**src/rtl/pba_pkg.sv**
```systemverilog
package pba_pkg;
  typedef enum logic [3:0] {
    CMD_NOP      = 4'd0,
    CMD_ALLOC    = 4'd1,
    CMD_RESET    = 4'd2,
    CMD_REL_DONE = 4'd4,
    CMD_REL_PNR  = 4'd5
  } pba_cmd_e;
endpackage

```
**src/rtl/pba_cmd_edge.sv**
```systemverilog
module pba_cmd_edge #(
  parameter int CW = 4
) (
  input  logic          clk,
  input  logic          rst_n,
  input  logic          cmd_wr,
  input  logic [CW-1:0] cmd_code,
  output logic          fire,
  output logic [CW-1:0] code
);
  logic wr_d;

  always_ff @(posedge clk or negedge rst_n) begin
    if (!rst_n) begin
      wr_d <= 1'b0;
      code <= '0;
    end else begin
      wr_d <= cmd_wr;
      if (cmd_wr) code <= cmd_code;
    end
  end

  // trailing edge of the host strobe
  assign fire = wr_d & ~cmd_wr;
endmodule

```
**src/rtl/pba_release.sv**
```systemverilog
module pba_release #(
  parameter int NPKT = 32,
  parameter int PW   = 5,
  parameter int RCYC = 4
) (
  input  logic          clk,
  input  logic          rst_n,
  input  logic          clr,
  input  logic          start,
  input  logic [PW-1:0] target,
  output logic          busy,
  output logic          free_pulse,
  output logic [PW-1:0] free_idx
);
  localparam int CNTW = $clog2(RCYC + 1);

  logic [CNTW-1:0] cnt;

  always_ff @(posedge clk or negedge rst_n) begin
    if (!rst_n) begin
      busy     <= 1'b0;
      cnt      <= '0;
      free_idx <= '0;
    end else if (clr) begin
      busy <= 1'b0;
      cnt  <= '0;
    end else if (start && !busy) begin
      busy     <= 1'b1;
      cnt      <= CNTW'(RCYC - 1);
      free_idx <= target;
    end else if (busy) begin
      if (cnt == '0) busy <= 1'b0;
      else           cnt  <= cnt - 1'b1;
    end
  end

  assign free_pulse = busy && (cnt == '0) && !clr;

  p_busy_hold_r6: assert property (@(posedge clk) disable iff (!rst_n)
    ($rose(busy) && !clr) |=> busy);
  p_free_ends_busy_r6: assert property (@(posedge clk) disable iff (!rst_n)
    free_pulse |=> !busy);
endmodule

```
**src/rtl/pba_free_map.sv**
```systemverilog
module pba_free_map #(
  parameter int NPKT = 32,
  parameter int PW   = 5
) (
  input  logic          clk,
  input  logic          rst_n,
  input  logic          clr,
  input  logic          set_en,
  input  logic [PW-1:0] set_idx,
  input  logic          grant_req,
  output logic          grant,
  output logic [PW-1:0] grant_idx,
  output logic          any_free
);
  logic [NPKT-1:0] free_q;
  logic [NPKT-1:0] free_nxt;

  function automatic logic [PW-1:0] lowest_free(input logic [NPKT-1:0] m);
    logic [PW-1:0] r;
    r = '0;
    for (int i = NPKT - 1; i >= 0; i--) begin
      if (m[i]) r = PW'(i);
    end
    return r;
  endfunction

  assign any_free  = |free_q;
  assign grant_idx = lowest_free(free_q);
  assign grant     = grant_req && any_free;

  always_comb begin
    free_nxt = free_q;
    if (set_en) free_nxt[set_idx]   = 1'b1;
    if (grant)  free_nxt[grant_idx] = 1'b0;
  end

  always_ff @(posedge clk or negedge rst_n) begin
    if (!rst_n)   free_q <= '1;
    else if (clr) free_q <= '1;
    else          free_q <= free_nxt;
  end

  p_grant_taken_r3: assert property (@(posedge clk) disable iff (!rst_n)
    (grant && !clr && !(set_en && set_idx == grant_idx)) |=> !free_q[$past(grant_idx)]);
endmodule

```
**src/rtl/pba_alloc_unit.sv**
```systemverilog
module pba_alloc_unit
  import pba_pkg::*;
#(
  parameter int NPKT = 32,
  parameter int PW   = 5,
  parameter int CW   = 4,
  parameter int ARW  = 8,
  parameter int RCYC = 4
) (
  input  logic           clk,
  input  logic           rst_n,
  input  logic           cmd_wr,
  input  logic [CW-1:0]  cmd_code,
  input  logic           pnr_wr,
  input  logic [PW-1:0]  pnr_wdata,
  input  logic [PW-1:0]  done_pkt,
  output logic [PW-1:0]  pnr_q,
  output logic [ARW-1:0] arr_q,
  output logic           busy,
  output logic           alloc_int,
  output logic           rel_err
);
  localparam int RSV = ARW - 1 - PW;

  logic          fire;
  logic [CW-1:0] code;
  logic          alloc_cmd, rel_cmd, rst_cmd;
  logic          alloc_accept, rel_accept;
  logic          pending, failed_q;
  logic [PW-1:0] pkt_q, rel_target;
  logic          grant, any_free, free_pulse;
  logic [PW-1:0] grant_idx, free_idx;

  pba_cmd_edge #(.CW(CW)) u_edge (
    .clk(clk), .rst_n(rst_n), .cmd_wr(cmd_wr), .cmd_code(cmd_code),
    .fire(fire), .code(code)
  );

  assign alloc_cmd    = fire && (code == CMD_ALLOC);
  assign rst_cmd      = fire && (code == CMD_RESET);
  assign rel_cmd      = fire && ((code == CMD_REL_DONE) || (code == CMD_REL_PNR));
  assign alloc_accept = alloc_cmd && !pending;
  assign rel_accept   = rel_cmd && !busy;
  assign rel_target   = (code == CMD_REL_DONE) ? done_pkt : pnr_q;

  pba_release #(.NPKT(NPKT), .PW(PW), .RCYC(RCYC)) u_rel (
    .clk(clk), .rst_n(rst_n), .clr(rst_cmd), .start(rel_accept),
    .target(rel_target), .busy(busy), .free_pulse(free_pulse), .free_idx(free_idx)
  );

  pba_free_map #(.NPKT(NPKT), .PW(PW)) u_map (
    .clk(clk), .rst_n(rst_n), .clr(rst_cmd), .set_en(free_pulse),
    .set_idx(free_idx), .grant_req(pending && !rst_cmd), .grant(grant),
    .grant_idx(grant_idx), .any_free(any_free)
  );

  always_ff @(posedge clk or negedge rst_n) begin
    if (!rst_n) begin
      pending   <= 1'b0;
      failed_q  <= 1'b1;
      pkt_q     <= '0;
      alloc_int <= 1'b0;
      rel_err   <= 1'b0;
      pnr_q     <= '0;
    end else if (rst_cmd) begin
      pending   <= 1'b0;
      failed_q  <= 1'b1;
      pkt_q     <= '0;
      alloc_int <= 1'b0;
      rel_err   <= 1'b0;
      pnr_q     <= '0;
    end else begin
      if (pnr_wr) pnr_q <= pnr_wdata;
      if (rel_cmd && busy) rel_err <= 1'b1;
      if (alloc_accept) begin
        pending   <= 1'b1;
        failed_q  <= 1'b1;
        alloc_int <= 1'b0;
      end else if (grant) begin
        pending   <= 1'b0;
        failed_q  <= 1'b0;
        pkt_q     <= grant_idx;
        alloc_int <= 1'b1;
      end
    end
  end

  assign arr_q = {failed_q, {RSV{1'b0}}, pkt_q};

  p_trailing_r1: assert property (@(posedge clk) disable iff (!rst_n)
    $rose(busy) |-> (!$past(cmd_wr) && $past(cmd_wr, 2)));
  p_grant_done_r2: assert property (@(posedge clk) disable iff (!rst_n)
    (grant && !rst_cmd) |=> (!arr_q[ARW-1] && alloc_int));
  p_pend_hold_r4: assert property (@(posedge clk) disable iff (!rst_n)
    (pending && !any_free && !rst_cmd) |=> (pending && arr_q[ARW-1]));
  p_ign_busy_r7: assert property (@(posedge clk) disable iff (!rst_n)
    (rel_cmd && busy && !rst_cmd) |=> rel_err);
  p_rst_cmd_r9: assert property (@(posedge clk) disable iff (!rst_n)
    rst_cmd |=> (arr_q[ARW-1] && pnr_q == '0 && !busy && !rel_err));
endmodule

```
**config.mk**
```make
export PLATFORM = sky130hd
export DESIGN_NAME = pba_alloc_unit
export DESIGN_NICKNAME = d
export VERILOG_FILES = /design/src/rtl/pba_pkg.sv /design/src/rtl/pba_cmd_edge.sv /design/src/rtl/pba_release.sv /design/src/rtl/pba_free_map.sv /design/src/rtl/pba_alloc_unit.sv
export SDC_FILE = /design/constraint.sdc
export NUM_CORES = 1
export LEC_CHECK = 0
export BUFFER_PORTS_ARGS = -buffer_cell sky130_fd_sc_hd__buf_2
export CELL_PAD_IN_SITES_DETAIL_PLACEMENT = 1
export CELL_PAD_IN_SITES_GLOBAL_PLACEMENT = 1
export CORE_ASPECT_RATIO = 0.5
export CORE_MARGIN = 5
export CORE_UTILIZATION = 51
export CTS_BUF_LIST = sky130_fd_sc_hd__clkbuf_8
export DETAILED_ROUTE_END_ITERATION = 10
export PLACE_DENSITY = 0.95
export SYNTH_ARGS = -nofsm -noshare
export SYNTH_HDL_FRONTEND = slang
export SYNTH_SLANG_ARGS = --single-unit
```
**constraint.sdc**
```tcl
create_clock -name clk -period 3.75 [get_ports clk]
set_clock_uncertainty 0.2 [all_clocks]
set_input_delay 0.375 -clock clk [delete_from_list [all_inputs] [get_ports clk]]
set_output_delay 0.375 -clock clk [all_outputs]
set_load 0.02 [all_outputs]
```
==> qor.yml, run 1 <==
syn_inst: 325
ys_seq_area_share_pct: 47.4
clkSlewWorstSetupHoldPaths_ns: 0.07
setup_viol: 0
max_stage_delay_ns: 0.67
clk_latency_ns: 0.39
hold_violations: 0
rsz0062_at_grt: "no"
synthFlopType: "dfstp_2"
critical_path_buf_inv_count: 0
p_leak_uw: 0.00144
gp_congestion: 0.994
portBuffers: 31
synth_largest_area_cell: "dfstp_2"
wl_met1_um: 4760
numClockSinks: 60
fin_area_sq_um: 3710
via_per_inst: 7.76
clock.fmax_mhz: 322
grt_pass1_wl_um: 22300
antenna_cells: 0
rr_endpoint: "pkt_q[1]$_DFFE_PN0P_"
start_kind: "flip-flop"
initial_core_util_pct: 53.1
yosysWarnings: 0
finalSetupTns_ns: 0
cpLargestDelayFamily: "simple AND/OR/NAND/NOR gates"
rows: 20
htree_levels: 3
antenna_left: 0
dr.pass1.iters: 5
drive_gt1_share_pct: 29.3
root_buffer: "clkbuf_8"
finalCriticalPeriod_ns: 3.10
die_w_um: 123
synthTopCellsByArea: "dfstp_2 27%, dfrtp_1 21%, a211oi_1 8.1%"
cp.arrival_ns: 3.13
synth_area_per_cell_sq_um: 10.0
cts.path.max_buffers: 2
slew_viol_final: 0
grt_usage_pct: 37.5
setup.worst_path.end_class: "flip-flop"
dieArea_sq_um: 8180
timing.slew.headroom_pct: 7.27
worstHoldStart: "cmd_wr"
detail_route.iter0.violations: 407
ys_async_sr_fraction_pct: 100
worst_path_max_delay_cell: "nor4_1"
grt_max_degree: 36
place_hpwl_um: 7900
reg2reg_depth: 5
core_sq_um: 6130
critPathKind: "flip-flop to flip-flop"
grt-ovfl-total: 0
tightest_slew_ns: 1.37
area_growth_pct: 14.1
min_to: "u_edge.wr_d$_DFF_PN0_"
dr_wl_met3_um: 1810
syn-cell-area_sq_um: 3260
placed_area_sq_um: 3470
cts_resized: 0
synth-edff-count: 0
crit_path_max_fanout: 8
post_drt_wl_per_cell_um: 31.2
power_density_nw_per_um2: 938
crit-reg2reg-launch: "u_map.free_q[12]$_DFF_PN1_"
synth_most_common_cell: "a211oi_1"
finish.net_count: 373
hp-class: "input port to flip-flop"
synth.distinct_cells: 58
boundaryPins: 34
r2r_setup_slack_ns: 0.65
required_ns: 3.78
fin_crit_sh_pct: 82.7
outcome: "completed"
drc_errors: 0
via_count: 3463
grt_pass1_vias: 3677
whs_path_depth: 1
synth_top_area_share_pct: 26.6
vdd_drop_max_uv: 418
totalWireLength_um: 13900
ys_ff_latch: 60
cap_viol_max_count: 0
antenna_found_initial: 0
cp_cell_sequence: "nor4_1, nand4_1, o21ai_1, nor2_1, nor3_1"
die_h_um: 66.5
synth_common_cells: "35 x a211oi_1, 33 x dfstp_2, 31 x nor2_1"
top_layer: "met4"
numCtsBuffers: 9
cts_tree: "done"
nFillCells: 666
met2_length_um: 6160
[cells by family after synthesis]
kind of cell	Yosys count	synth area share [%]
adders and majority gates	2	0.768
other	1	0.115
DFF	60	47.4
buffers and inverters	29	3.96
and+or+nand+nor	106	19.1
muxes	15	4.80
AOI/OAI and AO/OA	112	23.9
[worst max-delay path by stage]
stage                                     startpoint                    endpoint  slack [ns]  cells past startpoint
after floorplan           u_map.free_q[16]$_DFF_PN1_  u_map.free_q[26]$_DFF_PN1_        1.64                      7
after global placement                        cmd_wr  u_map.free_q[11]$_DFF_PN1_        1.15                      7
after detailed placement                      cmd_wr   u_map.free_q[7]$_DFF_PN1_        1.02                      7
after CTS                 u_map.free_q[12]$_DFF_PN1_        pkt_q[1]$_DFFE_PN0P_        0.92                      5
after global routing      u_map.free_q[12]$_DFF_PN1_        pkt_q[1]$_DFFE_PN0P_        0.64                      5
final                     u_map.free_q[12]$_DFF_PN1_        pkt_q[1]$_DFFE_PN0P_        0.65                      5
[registers in the layout (all words and copies together), names as in the netlist]
name,cells
u_map.free_q,32
pkt_q,5
pnr_q,5
u_rel.free_idx,5
u_edge.code,4
u_rel.cnt,3
alloc_int,1
failed_q,1
pending,1
rel_err,1
u_edge.wr_d,1
u_rel.busy,1
[where the power goes]
part / switching (uW) / internal (uW)
combinational: 899 / 413
sequential: 425 / 1020
clock: 304 / 427
total: 1630 / 1860
[stage by stage]
step | cells | setup slack [ns] | total power, uW | util (%) | hold WS (ns)
finish | 446 | 0.648 | 3480 | 60.6 | 0.00176
global route | 446 | 0.636 | 3590 | 60.6 | 0.00584
CTS | 446 | 0.923 | 3360 | 60.6 | 0.0107
detailed placement | 429 | 1.02 | 2520 | 56.6 | 0.261
global placement | 429 | 1.15 | 2390 | 56.6 | 0.235
floorplan | 326 | 1.64 | 2060 | - | -0.121
[cells in the final DEF (no fill, tap or decap), types with 3 or more instances in the layout]
master,synthesis,routed
clkbuf_8,0,12
nor3_1,8,8
mux2i_1,10,10
inv_1,10,10
buf_2,1,31
nor4_1,9,8
nor3b_1,4,4
and3b_1,3,3
nand2_1,18,18
buf_4,3,3
dfstp_2,33,33
a41oi_1,4,4
a21oi_1,20,20
nand3_1,3,3
nor3_2,3,3
nand2b_1,6,6
dfrtp_1,27,27
o21ai_0,8,8
o21a_1,3,3
nor2b_1,3,3
a211oi_1,35,35
mux2_2,5,5
nor4_2,2,3
a31oi_1,21,21
nor2_1,31,31
[layout make-up]
| class | instances | area [sq um] | area share, % |
|---|---|---|---|
| clock buffer | 12 | 165 | 4.45 |
| clock inverter | 4 | 70.1 | 1.89 |
| inverter | 10 | 37.5 | 1.01 |
| multi-input combinational | 237 | 1600 | 43.1 |
| sequential | 60 | 1540 | 41.5 |
| tap | 88 | 110 | 2.96 |
| timing repair buffer | 35 | 188 | 5.05 |
[repair_timing]
| item | CTS | global route |
|---|---|---|
| endpoints found under the hold margin | 25 | 0 |
| buffers inserted | 0 | 0 |
| hold buffers | 1 | 0 |
| endpoints found under the setup margin | 0 | 0 |
[metal layers]
| metal | vias to the layer above | track usage, % |
|---|---|---|
| met5 | - | 0 |
| met4 | 0 | 24.0 |
| met3 | 149 | 14.6 |
| met2 | 367 | 59.8 |
| met1 | 1647 | 42.6 |
| li1 | 1300 | - |
No activity file was read; power rests on OpenSTA's default activity.
==> run 2: changes to the inputs <==
--- a/config.mk
+++ b/config.mk
@@ -5,15 +5,16 @@
 export SDC_FILE = /design/constraint.sdc
 export NUM_CORES = 1
 export LEC_CHECK = 0
+export ABC_AREA = 1
 export BUFFER_PORTS_ARGS = -buffer_cell sky130_fd_sc_hd__buf_2
 export CELL_PAD_IN_SITES_DETAIL_PLACEMENT = 1
 export CELL_PAD_IN_SITES_GLOBAL_PLACEMENT = 1
 export CORE_ASPECT_RATIO = 0.5
 export CORE_MARGIN = 5
-export CORE_UTILIZATION = 51
+export CORE_UTILIZATION = 45
 export CTS_BUF_LIST = sky130_fd_sc_hd__clkbuf_8
 export DETAILED_ROUTE_END_ITERATION = 10
-export PLACE_DENSITY = 0.95
+export PLACE_DENSITY = 0.93
 export SYNTH_ARGS = -nofsm -noshare
 export SYNTH_HDL_FRONTEND = slang
 export SYNTH_SLANG_ARGS = --single-unit
==> constraint.sdc (replaced) <==
create_clock -name clk -period 2.9 [get_ports clk]
set_clock_uncertainty 0.2 [all_clocks]
set_input_delay 0.29 -clock clk [delete_from_list [all_inputs] [get_ports clk]]
set_output_delay 0.29 -clock clk [all_outputs]
set_load 0.02 [all_outputs]
==> run 2 against run 1 <==
Compared with the run above:
- the run now ends with setup timing left
- largest cell class unchanged
- setup slack worse by 1.4 ns
- largest power group unchanged
- critical endpoint is now u_map.free_q[0]$_DFF_PN1_
- power fell by 9.0%
- register-to-register slack worse by 1.4 ns
- via count rose by 21%
==> qor.yml, run 2 <==
synth-edff-count: 0  # unchanged
grt_usage_pct: 31.6  # -5.9 points
place_hpwl_um: 7410  # -6.3%
top_layer: "met4"
syn-cell-area_sq_um: 3320  # +2.0%
via_count: 4180  # +21%
synthFlopType: "dfstp_2"
drc_errors: 0  # unchanged
grt-ovfl-total: 0  # unchanged
dieArea_sq_um: 9300  # +14%
synth_most_common_cell: "nand2_1"
multi_input_area_sq_um: 1640  # +2.3%
max_stage_delay_ns: 0.55  # -0.12 ns
vdd_drop_max_uv: 396  # -5.1%
rows: 22  # +10%
rsz0062_at_grt: "yes"
synth_area_per_cell_sq_um: 7.37  # -26%
via_per_inst: 6.84  # -12%
power_density_nw_per_um2: 751  # -20%
fin_crit_sh_pct: 126  # +43 points
htree_levels: 3  # unchanged
cp.arrival_ns: 3.72  # +0.59 ns
drive_gt1_share_pct: 27.4  # -2.0 points
gp_congestion: 0.886  # -11%
tightest_slew_ns: 0.649  # -0.722 ns
cap_viol_max_count: 0  # unchanged
met2_length_um: 7710  # +25%
wl_met1_um: 6100  # +28%
hold_violations: 0  # unchanged
clock.fmax_mhz: 273  # -15%
p_leak_uw: 0.00213  # +48%
synth_common_cells: "121 x nand2_1, 74 x inv_1, 53 x nand3_1"
grt_pass1_wl_um: 23200  # +4.0%
numCtsBuffers: 9  # unchanged
rr_endpoint: "u_map.free_q[0]$_DFF_PN1_"
finalCriticalPeriod_ns: 3.66  # +0.556 ns
ys_seq_area_share_pct: 46.4  # -0.93 points
critPathKind: "flip-flop to flip-flop"
finish.net_count: 530  # +42%
whs_path_depth: 3  # +2
crit_path_max_fanout: 5  # -3
root_buffer: "clkbuf_8"
numClockSinks: 60  # unchanged
post-route-util_pct: 58.1  # -2.5 points
outcome: "complete, but fails checks"
min_to: "u_rel.free_idx[1]$_DFFE_PN0P_"
synth_largest_area_cell: "dfstp_2"
antenna_left: 0  # unchanged
setup.worst_path.end_class: "flip-flop"
crit-reg2reg-launch: "u_map.free_q[30]$_DFF_PN1_"
antenna_found_initial: 0  # unchanged
grt_pass1_vias: 4112  # +12%
detail_route.iter0.violations: 716  # +76%
ys_ff_latch: 60  # unchanged
antenna_cells: 0  # unchanged
ys_async_sr_fraction_pct: 100  # unchanged
synthTopCellsByArea: "dfstp_2 26%, dfrtp_1 20%, nand2_1 14%"
area_growth_pct: 27.0
clkSlewWorstSetupHoldPaths_ns: 0.08  # about the same
synth_top_area_share_pct: 26.1  # -0.52 points
die_w_um: 132  # +6.9%
crit_path_frequent_cell: "nand2_1"
clk_latency_ns: 0.39  # about the same
largest-register: "u_map.free_q"
r2r_setup_slack_ns: -0.76  # -1.41 ns
initial_core_util_pct: 45.7  # -7.4 points
nFillCells: 892  # +34%
core_sq_um: 7270  # +19%
seqCellArea_sq_um: 1540  # unchanged
portBuffers: 31  # unchanged
worst_path_max_delay_cell: "dfstp_2"
reg2reg_depth: 35  # +30
layout_common_cells: "106 x nand2_1, 74 x inv_1, 47 x o21ai_0, 39 x nand3_1, 33 x dfstp_2"
boundaryPins: 34  # unchanged
largest_reg_flops: 32  # unchanged
die_h_um: 70.8  # +6.4%
dr_wl_met3_um: 2270  # +25%
timing.slew.headroom_pct: 56.7  # +49 points
totalWireLength_um: 17700  # +27%
final_common_cell: "nand2_1"
start_kind: "flip-flop"
post_drt_wl_per_cell_um: 28.9  # -7.4%
syn_inst: 451  # +39%
hp-class: "input port to flip-flop"
setup_viol: 35  # +35
worstHoldStart: "done_pkt[1]"
cts_tree: "done"
slew_viol_final: 0  # unchanged
cts.path.max_buffers: 2  # unchanged
power_uw: 3170  # -9.0%
grt_max_degree: 39  # +8.3%
synth.distinct_cells: 32  # -45%
violations: "setup timing"
required_ns: 2.96  # -0.82 ns
dr.pass1.iters: 6  # +1
yosysWarnings: 0  # unchanged
setup_slack_ns: -0.758  # -1.41 ns
run 2: worst max path at each step:
| stage | startpoint | endpoint | slack (ns) |
|---|---|---|---|
| 6_report | u_map.free_q[30]$_DFF_PN1_ | u_map.free_q[0]$_DFF_PN1_ | -0.76 |
| 5_1_grt | u_map.free_q[30]$_DFF_PN1_ | u_map.free_q[0]$_DFF_PN1_ | -0.86 |
| 4_1_cts | u_map.free_q[30]$_DFF_PN1_ | u_map.free_q[10]$_DFF_PN1_ | -0.06 |
| 3_5_place_dp | u_map.free_q[30]$_DFF_PN1_ | u_map.free_q[20]$_DFF_PN1_ | 0.02 |
| 3_3_place_gp | u_map.free_q[30]$_DFF_PN1_ | u_map.free_q[20]$_DFF_PN1_ | 0.15 |
| 2_1_floorplan | u_map.free_q[30]$_DFF_PN1_ | u_map.free_q[23]$_DFF_PN1_ | 0.41 |
run 2: kinds of logic (layout without fill, tap and decap cells):
logic type	Yosys count	after routing	share of synthesized area [%]
AND/OR/NAND/NOR	229	233	30.3
XOR/XNOR	1	1	0.264
other	1	2	0.113
buffers and inverters	91	150	11.0
adder cells (fa/ha/maj)	2	2	0.753
AO/OA/AOI/OAI	67	67	11.1
flip-flops	60	60	46.4
run 2: metrics by stage:
| stage | worst slack (ns) | std cells | cell area (sq um) | setup TNS, ns | hold slack [ns] |
|---|---|---|---|---|---|
| global placement | 0.151 | 574 | 3590 | 0 | 0.0979 |
| floorplan | 0.408 | 452 | 3330 | 0 | -0.206 |
| CTS | -0.0622 | 607 | 4040 | -0.950 | 0.00534 |
| finish | -0.758 | 611 | 4220 | -19.54 | 0.0179 |
| global route | -0.861 | 611 | 4220 | -23.81 | 0.0529 |
| detailed placement | 0.0223 | 574 | 3590 | 0 | 0.100 |
run 2: cell type report:
| cell class | instances | area share (%) |
|---|---|---|
| inverters | 77 | 6.85 |
| repair buffers | 57 | 9.52 |
| multi-input cells | 305 | 38.8 |
| clock inverters | 5 | 1.81 |
| well taps | 96 | 2.85 |
| flip-flops and latches | 60 | 36.6 |
| clock buffers | 11 | 3.59 |
run 2: critical path: cells and delay by family (launching register included):
kind                   cells  cell delay [ns]
flip-flops                 1             0.55
buffers and inverters      1             0.06
AND/OR/NAND/NOR           34             2.71
run 2: timing repair:
| item | CTS | global route |
|---|---|---|
| setup endpoints to repair | 16 | 37 |
| setup buffers | 3 | 3 |
| pin swaps | 0 | 13 |
| gates resized for setup | 9 | 35 |
| endpoints found under the hold margin | 32 | 0 |
| gates cloned | 3 | 1 |
| hold buffers | 11 | 0 |
run 2: power by group:
part	internal [uW]	switching [uW]
sequential	977	143
clock	527	426
combinational	287	810
run 2: metal layers:
metal | track usage, % | up-vias
li1 | - | 1568
met1 | 37.6 | 1939
met2 | 53.9 | 471
met3 | 8.17 | 202
met4 | 15.6 | 0
met5 | 0 | -
